$ cat src/rtl/irq_credit_pkg.sv
package irq_credit_pkg;
  // Fixed ring-to-vector map: rings 0/1 keep their index, vector 2 is the
  // test completion, 3 is unused, data rings start at vector 4.
  function automatic int ring2vec(input int ring);
    return (ring < 2) ? ring : ring + 2;
  endfunction

  localparam int TEST_VEC = 2;
endpackage

$ cat src/rtl/irq_ring_credit.sv
module irq_ring_credit #(
  parameter int CNT_W = 16
) (
  input  logic             clk,
  input  logic             rst_n,
  input  logic             comp,
  input  logic             ret_hit,
  input  logic [CNT_W-1:0] ret_count,
  output logic             fire,
  output logic             ovf
);
  localparam logic [CNT_W:0] CNT_MAX = {1'b0, {CNT_W{1'b1}}};

  logic [CNT_W-1:0] cnt_q, cnt_d;
  logic             amask_q, amask_d;
  logic             ovf_q;
  logic             err_set;
  logic [CNT_W:0]   sum;

  always_comb begin
    sum = {1'b0, cnt_q} + {{CNT_W{1'b0}}, comp};
    if (sum > CNT_MAX) sum = CNT_MAX;
    cnt_d   = cnt_q;
    amask_d = amask_q;
    fire    = 1'b0;
    err_set = 1'b0;
    if (ret_hit) begin
      if ({1'b0, ret_count} > sum) begin
        cnt_d   = '0;
        err_set = 1'b1;
      end else begin
        cnt_d = CNT_W'(sum - {1'b0, ret_count});
      end
      if (cnt_d == '0) begin
        amask_d = 1'b0;
      end else begin
        amask_d = 1'b1;
        fire    = 1'b1;
      end
    end else if (comp) begin
      cnt_d = CNT_W'(sum);
      if (cnt_q == '0 && !amask_q) begin
        fire    = 1'b1;
        amask_d = 1'b1;
      end
    end
  end

  always_ff @(posedge clk) begin
    if (!rst_n) begin
      cnt_q   <= '0;
      amask_q <= 1'b0;
      ovf_q   <= 1'b0;
    end else begin
      cnt_q   <= cnt_d;
      amask_q <= amask_d;
      ovf_q   <= ovf_q | err_set;
    end
  end

  assign ovf = ovf_q;
endmodule

$ cat src/rtl/irq_vec_arbiter.sv
module irq_vec_arbiter #(
  parameter int NUM_VEC = 10,
  parameter int VEC_W   = 4
) (
  input  logic               clk,
  input  logic               rst_n,
  input  logic [NUM_VEC-1:0] set_vec,
  input  logic [NUM_VEC-1:0] vec_mask,
  output logic               irq_valid,
  input  logic               irq_ready,
  output logic [VEC_W-1:0]   irq_vector
);
  logic [NUM_VEC-1:0] pend_q, elig, take;
  logic [VEC_W-1:0]   pick;
  logic               load;
  logic               valid_q;
  logic [VEC_W-1:0]   vec_q;

  always_comb begin
    elig = pend_q & ~vec_mask;
    pick = '0;
    for (int v = NUM_VEC - 1; v >= 0; v--) begin
      if (elig[v]) pick = VEC_W'(v);
    end
    load = !valid_q && (|elig);
    take = '0;
    if (load) take[pick] = 1'b1;
  end

  always_ff @(posedge clk) begin
    if (!rst_n) begin
      pend_q  <= '0;
      valid_q <= 1'b0;
      vec_q   <= '0;
    end else begin
      pend_q <= (pend_q & ~take) | set_vec;
      if (load) begin
        valid_q <= 1'b1;
        vec_q   <= pick;
      end else if (irq_ready) begin
        valid_q <= 1'b0;
      end
    end
  end

  assign irq_valid  = valid_q;
  assign irq_vector = vec_q;
endmodule

$ cat src/rtl/irq_credit_ctrl.sv
module irq_credit_ctrl
  import irq_credit_pkg::*;
#(
  parameter int NUM_RINGS = 8,
  parameter int CNT_W     = 16,
  localparam int NUM_VEC  = NUM_RINGS + 2,
  localparam int VEC_W    = $clog2(NUM_VEC),
  localparam int RING_W   = $clog2(NUM_RINGS)
) (
  input  logic                 clk,
  input  logic                 rst_n,
  input  logic [NUM_RINGS-1:0] comp_strobe,
  input  logic                 test_done,
  input  logic                 ret_valid,
  input  logic [RING_W-1:0]    ret_ring,
  input  logic [CNT_W-1:0]     ret_count,
  input  logic [NUM_VEC-1:0]   vec_mask,
  output logic                 irq_valid,
  input  logic                 irq_ready,
  output logic [VEC_W-1:0]     irq_vector,
  output logic [NUM_RINGS-1:0] ovf_err
);
  logic [NUM_RINGS-1:0] fire;
  logic [NUM_VEC-1:0]   set_vec;

  for (genvar r = 0; r < NUM_RINGS; r++) begin : g_ring
    irq_ring_credit #(.CNT_W(CNT_W)) i_ring (
      .clk       (clk),
      .rst_n     (rst_n),
      .comp      (comp_strobe[r]),
      .ret_hit   (ret_valid && (ret_ring == RING_W'(r))),
      .ret_count (ret_count),
      .fire      (fire[r]),
      .ovf       (ovf_err[r])
    );
  end

  always_comb begin
    set_vec = '0;
    set_vec[TEST_VEC] = test_done;
    for (int r = 0; r < NUM_RINGS; r++) begin
      set_vec[ring2vec(r)] = set_vec[ring2vec(r)] | fire[r];
    end
  end

  irq_vec_arbiter #(.NUM_VEC(NUM_VEC), .VEC_W(VEC_W)) i_arb (
    .clk        (clk),
    .rst_n      (rst_n),
    .set_vec    (set_vec),
    .vec_mask   (vec_mask),
    .irq_valid  (irq_valid),
    .irq_ready  (irq_ready),
    .irq_vector (irq_vector)
  );
endmodule

$ cat config.mk
export PLATFORM = sky130hd
export DESIGN_NAME = irq_credit_ctrl
export DESIGN_NICKNAME = d
export VERILOG_FILES = /design/src/rtl/irq_credit_pkg.sv /design/src/rtl/irq_ring_credit.sv /design/src/rtl/irq_vec_arbiter.sv /design/src/rtl/irq_credit_ctrl.sv
export SDC_FILE = /design/constraint.sdc
export NUM_CORES = 1
export LEC_CHECK = 0
export BUFFER_PORTS_ARGS = -buffer_cell sky130_fd_sc_hd__buf_2
export CORE_ASPECT_RATIO = 0.9
export CORE_MARGIN = 3
export CORE_UTILIZATION = 55
export CTS_CLUSTER_SIZE = 10
export DETAILED_ROUTE_END_ITERATION = 10
export PLACE_DENSITY = 0.72
export SYNTH_ARGS = -nofsm -noshare
export SYNTH_HDL_FRONTEND = slang
export SYNTH_HIERARCHICAL = 1
export SYNTH_SLANG_ARGS = --single-unit
$ cat constraint.sdc
create_clock -name clk -period 6.41 [get_ports clk]
set_input_delay 0 -clock clk [delete_from_list [all_inputs] [get_ports clk]]
set_output_delay 0 -clock clk [all_outputs]
set_load 0.01 [all_outputs]
Word level (Yosys, flattened, before mapping). Index checks and enable logic that the tools add are counted.

Register bits: 159. Input bits: 42. Output and inout port bits: 13. Logic and storage cells: 278.

Add/sub/neg operators: 16. Order comparisons: 18. Equality and inequality tests: 7. Mux-type cells: 127. Bitwise operators: 13. Reductions and logical operators: 70.

Operators by type and width (number): $mux W16 (32); $logic_not A16 Y1 (16); $add A16 B1 Y17 (8); $gt A16 B17 Y1 (8); $gt A17 B16 Y1 const B (8); $mux W17 (8); $sub A16 B16 Y16 (8); $mux W1 (75); $mux W4 (10); $reduce_bool A2 Y1 (17); $and A10 B10 Y10 (2); $not A10 Y10 (2); $logic_and A1 B1 Y1 (18); $reduce_and A2 Y1 (8); $eq A3 B3 Y1 const B (4); $mux W10 (1); $or A10 B10 Y10 (1); $reduce_or A10 Y1 (1); $logic_not A1 Y1 (9); $or A1 B1 Y1 (8); $eq A3 B2 Y1 const B (2); $lt A4 B5 Y1 const B (1); $demux W1 S4 (1); $ge A4 B1 Y1 const B (1); 2 further kinds (2).

Depth between registers and ports, before layout. Gate-level depths: netlist (run 1).

Depth in word-level cells: 20. Gate-level depth with buffers: 20. Gate-level depth less buffers: 19.

By module. Netlist (run 1), hierarchy kept.

Modules (own cells, without submodules): irq_ring_credit (g_ring[1].i_ring ...) (instances 6, cells an instance 341, area each 2501.1 um^2, sequential area each 360.3 um^2); irq_ring_credit (g_ring[0].i_ring) (instances 1, cells an instance 375, area each 2743.9 um^2, sequential area each 360.3 um^2); irq_ring_credit (g_ring[3].i_ring) (instances 1, cells an instance 332, area each 2486.1 um^2, sequential area each 360.3 um^2); irq_vec_arbiter (instances 1, cells an instance 88, area each 769.5 um^2, sequential area each 300.3 um^2); irq_credit_ctrl (instances 1, cells an instance 9, area each 100.1 um^2, sequential area each 0.0 um^2).

Least setup slack after synthesis (run 1). OpenSTA, ideal clock, no wires.

Path type: reg-to-reg. From: reg g_ring[0].i_ring.cnt_q[0]. To: reg i_arb.pend_q[0]. Library setup time: 0.115 ns. Arrival time: 3.805 ns. Data required time: 6.295 ns. Path slack: 2.490 ns. Stages on the path, launching flop included: 18. Buffers on the path: 2. Period minus slack after synthesis: 3.920 ns. Path through: dfxtp_1 > ha_1 > ha_1 > inv_1 > nor4_4 > nand3_1 > clkbuf_1 > nand2_1 > ha_1 > buf_2 > a21oi_1 > nand2_1 > a2bb2oi_2 > xnor2_1 > or4_1 > nor4_1 > a21boi_1 > o21a_1.

Word-level cells in the longest chain between the ends: 10. Elaborated cells between the ends (all ways): 15. Those cells by class: add/sub: 2; order compare: 2; mux: 7; bitwise: 1; reduce/logical: 3.

RTL lines: start: declaration (RTL line irq_ring_credit.sv:14) `logic [CNT_W-1:0] cnt_q, cnt_d;`; start signal: assignment (RTL line irq_ring_credit.sv:55) `cnt_q <= cnt_d;`; $add A16 B1 Y17 (RTL line irq_ring_credit.sv:21) `sum = {1'b0, cnt_q} + {{CNT_W{1'b0}}, comp};`; $gt A17 B16 Y1 (RTL line irq_ring_credit.sv:22) `if (sum > CNT_MAX) sum = CNT_MAX;`; $mux W17 (RTL line irq_ring_credit.sv:22); $sub A16 B16 Y16 or $gt A16 B17 Y1 (tied branches) (RTL line irq_ring_credit.sv:32, irq_ring_credit.sv:28); $mux W16 (RTL line irq_ring_credit.sv:28) `if ({1'b0, ret_count} > sum) begin`; $mux W16 (RTL line irq_ring_credit.sv:27) `if (ret_hit) begin`; $logic_not A16 Y1 (RTL line irq_ring_credit.sv:34) `if (cnt_d == '0) begin`; $mux W1 (RTL line irq_ring_credit.sv:34); $mux W1 (*) (RTL line irq_ring_credit.sv:27); via fire[0] (RTL line irq_credit_ctrl.sv:23) `logic [NUM_RINGS-1:0] fire;`; $or A10 B10 Y10 (*) (RTL line irq_vec_arbiter.sv:36) `pend_q <= (pend_q & ~take) | set_vec;`; end signal: assignment (RTL line irq_vec_arbiter.sv:36); end: declaration (RTL line irq_vec_arbiter.sv:13) `logic [NUM_VEC-1:0] pend_q, elig, take;`.

Mark *: on every way through the listed nets, which the timed path passes. The rest lies on a longest branch. The select of a mux whose other input is x is not followed. A chain may end at the register's enable or synchronous reset.

Worst setup path after layout (run 1). Same ends and word-level chain as after synthesis.

==> implementation parameters, run 1 <==
Parameter                              Value

Setup path
  Data required time of the critical path ... 6.77 ns
  Maximum fanout along the worst path ... 12
  Reg-to-Reg Start ... g_ring[0].i_ring/cnt_q[0]
  Most frequent CP cell ... ha_1
  Startpoint kind of the worst setup timing path ... flip-flop
  Category of cells accounting for the largest share of critical-path delay ... compound AO/OA/AOI/OAI gates
  Start point of the critical path ... g_ring[0].i_ring/cnt_q[0]
  Cell at the slowest stage of the critical path ... a2111oi_0
  Critical Path End Type ... flip-flop
  Class of the most critical setup path ... flip-flop to flip-flop
  Largest incremental delay on the critical path ... about 0.77 ns
  Chain of cells forming the critical path ... ha_1, ha_1, inv_1, nor4_4, nand3_1, nand2_1, ha_1, a21oi_1, o211ai_1, a2111oi_0, o21a_1, o22ai_1, nor4_1, a21boi_1, o21a_1
  Register-to-register setup slack ... 1.27 ns
  CP bufs+invs ... 1
  Data arrival at the endpoint of the critical path ... 5.50 ns

Timing
  Final slew viol count ... 0
  Relative max-transition margin ... 0.3515
  Setup violation total in the final timing report ... 0
  Ratio of final minimum period to clock period ... 0.8022
  Post-layout worst setup margin ... 1.268 ns
  Fmax ... around 190 MHz
  Count of final hold-check violations ... 0
  Shortest period the worst path allows ... a little over 5 ns
  Unrepaired setup endpoints after global routing ... false
  Setup skew after layout ... 0.01542 ns
  Least-Margin Pin Slew ... 0.9482 ns
  Post-route setup TNS ... 0 ns

Logic synthesis
  Unique masters post-synth ... 104
  Proportion of register bits with asynchronous set or reset after synthesis ... 0
  Top FF cell, synth ... dfxtp_1
  Number of enable-type register cells in the synthesized netlist ... 0
  Sequential share of the synthesized area ... 0.1508
  Cells after Synth ... 2850
  Yosys warning count ... 6
  Synthesis-stage register bit count ... 159
  Netlist Area Pre-Place ... 21110 um^2
  Post-synthesis area per instance ... 7.406 um^2

Min path
  Hold crit path type ... input port to flip-flop
  Hold path startpoint ... comp_strobe[5]

Drt
  Via count ... approximately 21k
  DRC Markers ... 0
  Average detailed-routed wire length per instance ... 19.16 um
  First DRT Iteration DRCs ... a little over 2k
  Number of iterations in the first detailed-routing pass ... 6
  DRT Wirelength ... 63950 um
  Routed Antenna Nets ... 0
  Vias per cell ... 6.268

GRT
  Via count of the first global-routing pass ... 19.19k
  Remaining Overflow, GRT ... 0
  Wire length of the first global-routing pass ... 101500 um
  Global routing usage summed across all routing layers ... 0.3089
  Initial antenna violation count ... 0
  Maximum number of pins on one net before global-route repair ... between 50 and 60

Clock tree
  Root buffer cell ... clkbuf_16
  Number of sinks on the clock net ... 159
  Clk buf depth ... 2
  CTS-repair resized insts ... 0
  Clock transition time at the flip-flop clock pins of the worst setup and hold paths ... 0.07 ns
  Post-CTS setup buffer count ... 0
  Clock latency at the later pin of the worst-skew pair ... 0.47 ns
  CTS tree ... yes
  CTS Hold Bufs ... 4
  Number of levels in the clock H-tree ... 4
  Inserted Clock Buffers ... 17

Place
  Total cell area at the placement stage ... approximately 22000 um^2
  Port Buffer Count ... 54
  Placed cell count ... around 3.3k
  Worst slack, placed ... 1.369 ns
  Final RePlAce weighted congestion ... between 0.9 and 1
  Final HPWL DP ... approximately 48000 um

Die
  Number of rows created at floorplan ... 67
  Starting density of the core ... 0.5620
  Total Die Area ... approximately 41000 um^2
  CORE AREA ... 37560 um^2
  Width of the chip ... 212.5 um
  Top-Level Pins ... 55
  Die outline height ... around 190 um

Power
  Worst ir drop on vdd ... 0.1161 mV
  Leak Pwr ... approximately 10 nW
  Power density normalized to cell area ... between 150 and 200 nW/um^2

Cells and area
  Post-route design area ... 22310 um^2
  Total inserted antenna cells ... 0
  Final net count ... 3164
  Growth of design area from synthesis to finish ... 5.685%
  Filler Cell Count ... 3509
  Fraction of final layout cells with drive strength greater than 1 ... 0.07636
  Filler-free cell count of the finished design ... ~3.3k

Run status
  Status ... finished, final reports clean

Run
  Max-cap violations ... 0
[cell type report]
cell class	instances	area [um^2]	area share
clock buffer	20	456.7	0.02047
sequential	159	3183	0.1427
tap	483	604.3	0.02709
multi-input combinational	2287	16360	0.7336
inverter	315	1182	0.05301
timing repair buffer	62	342.8	0.01537
clock inverter	12	172.7	0.007741
[stage by stage]
stage	total power [W]	utilization	hold slack, ns
5_1_grt	0.003831	0.5940	0.1285
3_3_place_gp	0.002442	0.5761	0.3190
4_1_cts	0.003623	0.5940	0.08682
2_1_floorplan	0.002104	-	0.1217
3_5_place_dp	0.002462	0.5761	0.3344
6_report	0.003633	0.5940	0.1237
[synthesized netlist by cell type, types with 12 or more instances]
library cell,instances,area (um^2)
o32ai_1,18,157.7
o211ai_1,24,180.2
and4_1,22,192.7
nor2b_1,43,269.0
nand2b_1,19,118.9
a211oi_1,39,292.8
xnor2_1,81,709.4
nor2_1,289,1085
ha_1,272,3403
nor3_1,47,235.2
clkbuf_1,41,153.9
xor2_1,70,613.1
o22ai_1,40,250.2
inv_1,313,1175
and2_1,23,143.9
nand3_1,68,340.3
a21boi_0,16,120.1
a21o_1,47,352.8
a21oi_1,145,725.7
mux2i_1,18,180.2
or3_1,16,100.1
a211o_1,19,166.4
o21ai_0,179,895.9
a31oi_1,23,143.9
nand4_1,44,275.3
o2bb2ai_1,25,219.0
nor4_1,41,256.5
buf_2,40,200.2
dfxtp_1,159,3183
nor4_2,12,150.1
o21a_1,66,495.5
and3_1,30,187.7
o31a_1,22,192.7
nand2_1,250,938.4
[power breakdown]
| group | internal, W | switching [W] |
|---|---|---|
| logic | 0.000512 | 0.000840 |
| registers | 0.00105 | 0.0000813 |
| clock network | 0.000645 | 0.000506 |
[worst paths after layout]
path,end,cells past startpoint
worst max-delay path,i_arb/pend_q[0],15
worst min-delay path,g_ring[5].i_ring/cnt_q[9],4
worst max register to register,i_arb/pend_q[0],15
worst min register to register,g_ring[3].i_ring/amask_q,2
[cell families after synthesis]
group	share of synthesized area
mux	0.01707
fa+ha+maj	0.1688
compound gates	0.2716
simple gates	0.2544
buf+inv	0.07446
flops	0.1508
other cells	0.0001777
xor+xnor	0.06266
[worst register-to-register path: stages, from the launching register on]
cell and delay, ns:
dfxtp_1 0.40, ha_1 0.18, ha_1 0.26, inv_1 0.11, nor4_4 0.43, nand3_1 0.44, nand2_1 0.24, ha_1 0.36
a21oi_1 0.48, o211ai_1 0.16, a2111oi_0 0.77, o21a_1 0.26, o22ai_1 0.09, nor4_1 0.51, a21boi_1 0.15, o21a_1 0.21
[flip-flops by register name, summed over array words and instances (netlist names)]
signal and cells:
g_ring.i_ring/cnt_q 128, g_ring.i_ring/ovf 8, i_arb/irq_valid 1, i_arb/irq_vector 4
g_ring.i_ring/amask_q 8, i_arb/pend_q 10
[metal layers]
metal	vias to the layer above	track usage	wire, um
li1	10180	-	-
met1	9813	0.4330	29840
met2	798	0.4818	27730
met3	132	0.04018	4055
met4	0	0.1205	2325
met5	-	0	0
[placed cells by master (no fill, tap or decap), types with 16 or more instances in the layout]
cell       count
inv_1        313
nor2_1       289
ha_1         272
nand2_1      250
o21ai_0      179
dfxtp_1      159
a21oi_1      145
xnor2_1       81
xor2_1        70
nand3_1       68
o21a_1        66
buf_2         53
a21o_1        47
nor3_1        47
nand4_1       44
nor2b_1       43
nor4_1        41
o22ai_1       40
a211oi_1      39
and3_1        30
o2bb2ai_1     25
o211ai_1      24
and2_1        23
a31oi_1       23
and4_1        22
o31a_1        22
nand2b_1      19
a211o_1       19
mux2i_1       18
o32ai_1       18
clkbuf_16     17
or3_1         16
a21boi_0      16
No activity file was read; power rests on OpenSTA's default activity.
==> run 2: changes to the inputs <==
--- a/config.mk
+++ b/config.mk
@@ -11,7 +11,7 @@
 export CORE_UTILIZATION = 55
 export CTS_CLUSTER_SIZE = 10
 export DETAILED_ROUTE_END_ITERATION = 10
-export PLACE_DENSITY = 0.72
+export PLACE_DENSITY = 0.74
 export SYNTH_ARGS = -nofsm -noshare
 export SYNTH_HDL_FRONTEND = slang
 export SYNTH_HIERARCHICAL = 1
==> constraint.sdc (replaced) <==
create_clock -name clk -period 4.2 [get_ports clk]
set_input_delay 0 -clock clk [delete_from_list [all_inputs] [get_ports clk]]
set_output_delay 0 -clock clk [all_outputs]
set_load 0.01 [all_outputs]
==> run 2 against run 1 <==
Die area unchanged. Hold slack got worse by 0.092 ns. Worst setup slack got worse by 1.1 ns. Register-to-register slack got worse by 1.1 ns. Total power increased by 58%. Count of clock-buffer cells in the layout decreased by 3. Design area increased by 8.0%. First-iteration DRC count increased by 2.5%. Largest cell class unchanged. Largest power group unchanged.
==> implementation parameters, run 2 (synthesis results as in run 1) <==
Parameter                              Value

Cells and area
  Post-route design area ... 24100 um^2 (was 22310 um^2)
  Area taken by flip-flops and latches ... 3191 um^2 (was 3183 um^2)
  Filler Cell Count ... 3309 (was 3509)
  Final core occ ... 0.6418 (was 0.5940)
  Leading cell type in the layout, fill and taps excluded ... inv_1 (unchanged)
  Area used by multi-input combinational logic ... 17080 um^2 (was 16360 um^2)
  Total inserted antenna cells ... 0 (unchanged)
  Register with the most flip-flops ... g_ring.i_ring/cnt_q (unchanged)
  Flip-flop count of the largest register after layout ... 128 (unchanged)
  Final net count ... 3309 (was 3164)
  Top Registers ... g_ring.i_ring/cnt_q x128, i_arb/pend_q x10 (unchanged)
  Commonest cells after routing, fill and taps aside ... inv_1, nor2_1, ha_1 (unchanged)
  Fraction of final layout cells with drive strength greater than 1 ... 0.1657 (was 0.07636)
  Growth of design area from synthesis to finish ... 14.19% (was 5.685%)

Clock tree
  Clock latency at the later pin of the worst-skew pair ... 0.47 ns (about the same)
  CTS tree ... yes (unchanged)
  Number of levels in the clock H-tree ... 4 (unchanged)
  Clk buf depth ... 2 (unchanged)
  Number of sinks on the clock net ... 159 (unchanged)
  Clock transition time at the flip-flop clock pins of the worst setup and hold paths ... 0.08 ns (was 0.07 ns)
  Inserted Clock Buffers ... 17 (unchanged)
  Root buffer cell ... clkbuf_16 (unchanged)

Power
  Power density normalized to cell area ... 238.2 nW/um^2 (was 162.9 nW/um^2)
  Leak Pwr ... 10.95 nW (was 10.18 nW)
  Combinational group share of total power ... 0.407 (was 0.372)
  Switching pwr ... 0.002325 W (was 0.001428 W)
  Cell internal pwr ... 0.003417 W (was 0.002206 W)
  Net Sw Frac ... 0.4049 (was 0.3930)
  Worst ir drop on vdd ... 0.1743 mV (was 0.1161 mV)
  PnR Total Power ... 0.005742 W (was 0.003633 W)
  Clock network fraction of total power ... 0.296 (was 0.317)
  Flop pwr share ... 0.297 (was 0.311)

GRT
  Wire length of the first global-routing pass ... 107400 um (was 101500 um)
  Met1 GRT Util ... 0.4419 (was 0.4330)
  Most Crowded Layer GR ... met2 (unchanged)
  Initial antenna violation count ... 0 (unchanged)
  Remaining Overflow, GRT ... 0 (unchanged)
  Global-route met2 utilization ... 0.5019 (was 0.4818)
  Via count of the first global-routing pass ... 20.41k (was 19.19k)
  Maximum number of pins on one net before global-route repair ... 44 (was 51)
  Global routing usage summed across all routing layers ... 0.3269 (was 0.3089)
  Grt met3 use ... 0.06484 (was 0.04018)

Timing
  Setup skew after layout ... 0.01077 ns (was 0.01542 ns)
  Least-Margin Pin Slew ... 0.9112 ns (was 0.9482 ns)
  Final slew viol count ... 0 (unchanged)
  Fmax ... 245.4 MHz (was 194.5 MHz)
  Relative max-transition margin ... 0.3925 (was 0.3515)
  Count of final hold-check violations ... 0 (unchanged)
  Shortest period the worst path allows ... 4.075 ns (was 5.142 ns)
  Ratio of final minimum period to clock period ... 0.9703 (was 0.8022)
  Setup violation total in the final timing report ... 0 (unchanged)

Die
  CORE AREA ... 37560 um^2 (unchanged)
  Total Die Area ... 40770 um^2 (unchanged)
  Width of the chip ... 212.5 um (unchanged)
  Number of rows created at floorplan ... 67 (unchanged)
  Die outline height ... 191.8 um (unchanged)
  Starting density of the core ... 0.5620 (unchanged)
  Top-Level Pins ... 55 (unchanged)

Drt
  Number of iterations in the first detailed-routing pass ... 6 (unchanged)
  Average detailed-routed wire length per instance ... 20.12 um (was 19.16 um)
  DRC Markers ... 0 (unchanged)
  DRT Wirelength ... 70060 um (was 63950 um)
  Routed Antenna Nets ... 0 (unchanged)
  Vias per cell ... 6.372 (was 6.268)
  First DRT Iteration DRCs ... 2126 (was 2074)
  Via count ... 22.19k (was 20.92k)

Run
  Max-cap violations ... 0 (unchanged)

Setup path
  Register-to-register setup slack ... 0.12 ns (was 1.27 ns)
  Class of the most critical setup path ... flip-flop to flip-flop (unchanged)
  Maximum fanout along the worst path ... 10 (was 12)
  R2r endpoint ... i_arb/pend_q[6] (was i_arb/pend_q[0])
  Data required time of the critical path ... 4.55 ns (was 6.77 ns)
  Reg-to-Reg Start ... g_ring[4].i_ring/cnt_q[0] (was g_ring[0].i_ring/cnt_q[0])
  Startpoint kind of the worst setup timing path ... flip-flop (unchanged)
  Data arrival at the endpoint of the critical path ... 4.42 ns (was 5.50 ns)
  Critical Path End Type ... flip-flop (unchanged)
  Cell depth of the worst flop-to-flop path ... 20 (was 15)

Min path
  Min-Delay Endpoint ... g_ring[7].i_ring/amask_q (was g_ring[5].i_ring/cnt_q[9])
  Hold path startpoint ... rst_n (was comp_strobe[5])
  Hold crit path type ... input port to flip-flop (unchanged)
  Number of cells traversed by the worst hold path ... 3 (was 4)

Place
  Final HPWL DP ... 51690 um (was 48120 um)
  Port Buffer Count ... 54 (unchanged)
  Total cell area at the placement stage ... 22560 um^2 (was 21640 um^2)
  Final RePlAce weighted congestion ... 1.012 (was 0.9281)

Run status
  Status ... finished, final reports clean (unchanged)
## run 2: area by class of cell
type	count	share of cell area
Timing Repair Buffer	207	0.05991
Sequential cell	159	0.1324
Clock buffer	17	0.01765
Clock inverter	15	0.007164
Inverter	315	0.04906
Multi-Input combinational cell	2287	0.7088
Tap cell	483	0.02507
## run 2: routing by layer
| layer | wire (um) | part of all wire | vias to the layer above |
|---|---|---|---|
| met2 | 30590 | 0.44 | 1069 |
| met5 | 0 | 0 | - |
| met1 | 30220 | 0.43 | 10470 |
| li1 | - | - | 10480 |
| met3 | 6141 | 0.088 | 181 |
| met4 | 3106 | 0.044 | 0 |
## run 2: power groups by stage
stage	clock, W	sequential [W]	combinational [W]
after floorplan	0	0.00172	0.00149
after global placement	0	0.00173	0.00209
after detailed placement	0	0.00173	0.00213
after CTS	0.00173	0.00170	0.00217
after global routing	0.00178	0.00172	0.00254
final	0.00170	0.00171	0.00233
## run 2: timing repair
item / CTS / global route
cloned: 0 / 0
pin swaps: 3 / 28
endpoints found under the hold margin: 5 / 0
hold buffers: 5 / 0
endpoints found under the setup margin: 5 / 26
setup buffers: 2 / 21
resized for setup: 20 / 155
## run 2: worst max path at each step
stage	startpoint	end	slack (ns)	cells after the start
floorplan	g_ring[0].i_ring/cnt_q[0]	i_arb/pend_q[0]	0.28	17
global placement	g_ring[6].i_ring/cnt_q[0]	i_arb/pend_q[8]	0.03	18
detailed placement	g_ring[6].i_ring/cnt_q[0]	i_arb/pend_q[8]	-0.15	18
CTS	g_ring[6].i_ring/cnt_q[0]	i_arb/pend_q[8]	-0.007	19
global route	g_ring[5].i_ring/cnt_q[0]	i_arb/pend_q[7]	-0.07	19
finish	g_ring[4].i_ring/cnt_q[0]	i_arb/pend_q[6]	0.12	20
## run 2: critical path, cell delays in order (launching register included)
cell	delay, ns
dfxtp_1	0.34
ha_1	0.19
ha_1	0.19
nand2_1	0.17
nor4_4	0.05
buf_4	0.15
nand3_1	0.12
buf_4	0.21
nand2_1	0.14
ha_2	0.43
o21a_1	0.18
o31ai_2	0.09
buf_4	0.15
a21boi_2	0.23
nor3b_2	0.26
o31a_1	0.20
o211ai_1	0.15
nor4_4	0.30
nor2_1	0.13
nor3_1	0.19
a21oi_1	0.08
## run 2: stage by stage
stage / hold WS (ns) / std cells / setup TNS (ns) / setup WS, ns
2_1_floorplan: 0.1217 / 2851 / 0 / 0.2804
3_3_place_gp: 0.2782 / 3423 / 0 / 0.03027
3_5_place_dp: 0.2897 / 3423 / -0.2455 / -0.1516
4_1_cts: 0.01449 / 3462 / -0.006944 / -0.006944
5_1_grt: 0.03987 / 3483 / -0.2543 / -0.06686
6_report: 0.03124 / 3483 / 0 / 0.1249
==> run 3: changes to the inputs <==
--- a/config.mk
+++ b/config.mk
@@ -8,10 +8,10 @@
 export BUFFER_PORTS_ARGS = -buffer_cell sky130_fd_sc_hd__buf_2
 export CORE_ASPECT_RATIO = 0.9
 export CORE_MARGIN = 3
-export CORE_UTILIZATION = 55
+export CORE_UTILIZATION = 50
 export CTS_CLUSTER_SIZE = 10
 export DETAILED_ROUTE_END_ITERATION = 10
-export PLACE_DENSITY = 0.74
+export PLACE_DENSITY = 0.69
 export SYNTH_ARGS = -nofsm -noshare
 export SYNTH_HDL_FRONTEND = slang
 export SYNTH_HIERARCHICAL = 1
==> run 3 against run 2 <==
Maximum frequency about the same. Combinational power about the same. Worst setup slack improved by 0.0037 ns. Clock power about the same. Register-to-register slack about the same. Via count decreased by 1.3%. Design area decreased by 0.62%.
==> implementation parameters, run 3 (synthesis results as in run 1) <==
Parameter                              Value

Run status
  Status ... finished, final reports clean (unchanged)

Cells and area
  Final net count ... 3301 (was 3309)
  Flip-flop count of the largest register after layout ... 128 (unchanged)
  Commonest cells after routing, fill and taps aside ... inv_1, nor2_1, ha_1 (unchanged)
  Total inserted antenna cells ... 0 (unchanged)
  Leading cell type in the layout, fill and taps excluded ... inv_1 (unchanged)
  Top Registers ... g_ring.i_ring/cnt_q x128, i_arb/pend_q x10 (unchanged)
  Post-route design area ... 23950 um^2 (was 24100 um^2)
  Fraction of final layout cells with drive strength greater than 1 ... 0.1541 (was 0.1657)
  Register with the most flip-flops ... g_ring.i_ring/cnt_q (unchanged)
  Growth of design area from synthesis to finish ... 13.49% (was 14.19%)

Power
  Power density normalized to cell area ... 238.2 nW/um^2 (about the same)
  Leak Pwr ... 10.87 nW (was 10.95 nW)
  Cell internal pwr ... 0.003457 W (was 0.003417 W)
  Switching pwr ... 0.002248 W (was 0.002325 W)
  Clock network fraction of total power ... 0.298 (was 0.296)
  Flop pwr share ... 0.300 (was 0.297)
  Net Sw Frac ... 0.3940 (was 0.4049)
  Worst ir drop on vdd ... 0.2962 mV (was 0.1743 mV)
  Combinational group share of total power ... 0.403 (was 0.407)
  PnR Total Power ... 0.005704 W (was 0.005742 W)

Timing
  Ratio of final minimum period to clock period ... 0.9694 (was 0.9703)
  Count of final hold-check violations ... 0 (unchanged)
  Final slew viol count ... 0 (unchanged)
  Post-route setup TNS ... 0 ns (unchanged)
  Hold WS ... 0.06475 ns (was 0.03124 ns)
  Least-Margin Pin Slew ... 0.9016 ns (was 0.9112 ns)
  Post-layout worst setup margin ... 0.1286 ns (was 0.1249 ns)
  Fmax ... 245.6 MHz (was 245.4 MHz)
  Shortest period the worst path allows ... 4.071 ns (was 4.075 ns)
  Setup skew after layout ... 0.009765 ns (was 0.01077 ns)
  Unrepaired setup endpoints after global routing ... true
  Setup violation total in the final timing report ... 0 (unchanged)
  Relative max-transition margin ... 0.3989 (was 0.3925)

Drt
  Average detailed-routed wire length per instance ... 19.72 um (was 20.12 um)
  Via count ... 21.91k (was 22.19k)
  DRT Wirelength ... 69640 um (was 70060 um)
  Number of iterations in the first detailed-routing pass ... 6 (unchanged)
  Routed Antenna Nets ... 0 (unchanged)
  DRC Markers ... 0 (unchanged)
  First DRT Iteration DRCs ... 2021 (was 2126)
  Vias per cell ... 6.206 (was 6.372)

Setup path
  Data required time of the critical path ... 4.55 ns (about the same)
  Maximum fanout along the worst path ... 4 (was 10)
  Class of the most critical setup path ... flip-flop to flip-flop (unchanged)
  Register-to-register setup slack ... 0.13 ns (was 0.12 ns)
  Data arrival at the endpoint of the critical path ... 4.42 ns (about the same)
  Critical Path End Type ... flip-flop (unchanged)
  Startpoint kind of the worst setup timing path ... flip-flop (unchanged)

Place
  Final RePlAce weighted congestion ... 0.9681 (was 1.012)
  Total cell area at the placement stage ... 22650 um^2 (was 22560 um^2)
  Worst slack, placed ... -0.07149 ns (was -0.1516 ns)
  Port Buffer Count ... 54 (unchanged)
  Final HPWL DP ... 51790 um (was 51690 um)

Min path
  Hold crit path type ... input port to flip-flop (unchanged)

GRT
  Remaining Overflow, GRT ... 0 (unchanged)
  Global routing usage summed across all routing layers ... 0.2948 (was 0.3269)
  Via count of the first global-routing pass ... 19.96k (was 20.41k)
  Maximum number of pins on one net before global-route repair ... 45 (was 44)
  Initial antenna violation count ... 0 (unchanged)
  Wire length of the first global-routing pass ... 108600 um (was 107400 um)

Clock tree
  Clock transition time at the flip-flop clock pins of the worst setup and hold paths ... 0.07 ns (was 0.08 ns)
  Inserted Clock Buffers ... 17 (unchanged)
  Number of levels in the clock H-tree ... 4 (unchanged)
  Root buffer cell ... clkbuf_16 (unchanged)
  Clk buf depth ... 2 (unchanged)
  Number of sinks on the clock net ... 159 (unchanged)
  CTS tree ... yes (unchanged)
  Clock latency at the later pin of the worst-skew pair ... 0.46 ns (was 0.47 ns)

Die
  Total Die Area ... 44720 um^2 (was 40770 um^2)
  CORE AREA ... 41160 um^2 (was 37560 um^2)
  Width of the chip ... 222.6 um (was 212.5 um)
  Number of rows created at floorplan ... 70 (was 67)
  Die outline height ... 200.9 um (was 191.8 um)
  Top-Level Pins ... 55 (unchanged)
  Starting density of the core ... 0.5127 (was 0.5620)

Run
  Max-cap violations ... 0 (unchanged)
## run 3: stage by stage
stage	cells	util
2_1_floorplan	2851	-
3_3_place_gp	3483	0.5502
3_5_place_dp	3483	0.5502
4_1_cts	3519	0.5669
5_1_grt	3531	0.5819
6_report	3531	0.5819
## run 3: worst paths after layout
kind,from,end,cells after the start
worst min register to register,i_arb/irq_vector[3],i_arb/irq_vector[3],2
worst max-delay path,g_ring[5].i_ring/cnt_q[0],i_arb/pend_q[7],18
worst min-delay path,comp_strobe[2],g_ring[2].i_ring/cnt_q[8],4
worst max register to register,g_ring[5].i_ring/cnt_q[0],i_arb/pend_q[7],18
## run 3: power by group through the flow
| stage | sequential, W | combinational, W | clock [W] |
|---|---|---|---|
| final | 0.00171 | 0.00230 | 0.00170 |
| after detailed placement | 0.00174 | 0.00213 | 0 |
| after global routing | 0.00172 | 0.00251 | 0.00178 |
| after floorplan | 0.00172 | 0.00149 | 0 |
| after global placement | 0.00173 | 0.00211 | 0 |
| after CTS | 0.00170 | 0.00216 | 0.00173 |
## run 3: layout make-up
| type | instances | area (um^2) |
|---|---|---|
| tap | 540 | 675.6 |
| fill | 3856 | 17210 |
| inverter | 315 | 1182 |
| clock inverter | 11 | 155.1 |
| clock buffer | 20 | 446.7 |
| sequential | 159 | 3188 |
| timing repair buffer | 199 | 1388 |
| multi-input combinational | 2287 | 16920 |
## run 3: per-layer routing
layer  GRT usage  up-vias  share of wire
met1      0.4157    10360           0.45
met2      0.4581      957           0.44
met4     0.08944        0          0.030
li1            -    10470              -
met5           0        -              0
met3     0.05220      121          0.081
## run 3: timing repair
action	4_1_cts	5_1_grt
resized for setup	8	134
buffers inserted	0	12
cloned	0	0
pin swaps	0	22
hold endpoints to repair	10	0
hold buffers	5	0
setup endpoints to repair	2	33
## run 3: worst max-delay path, cell delays in order, from the launching register on
cell and delay, ns:
dfxtp_2 0.36, ha_2 0.20, ha_4 0.16, nand2_2 0.08, nor4_4 0.36, and3_4 0.26
nor2_1 0.07, ha_1 0.22, fa_2 0.40, nor2b_4 0.15, o2111ai_2 0.14, a32oi_2 0.34
buf_4 0.16, a221o_1 0.19, nand3_1 0.11, nor4_2 0.35, nor2_1 0.13, nor3_1 0.19
a21oi_1 0.09
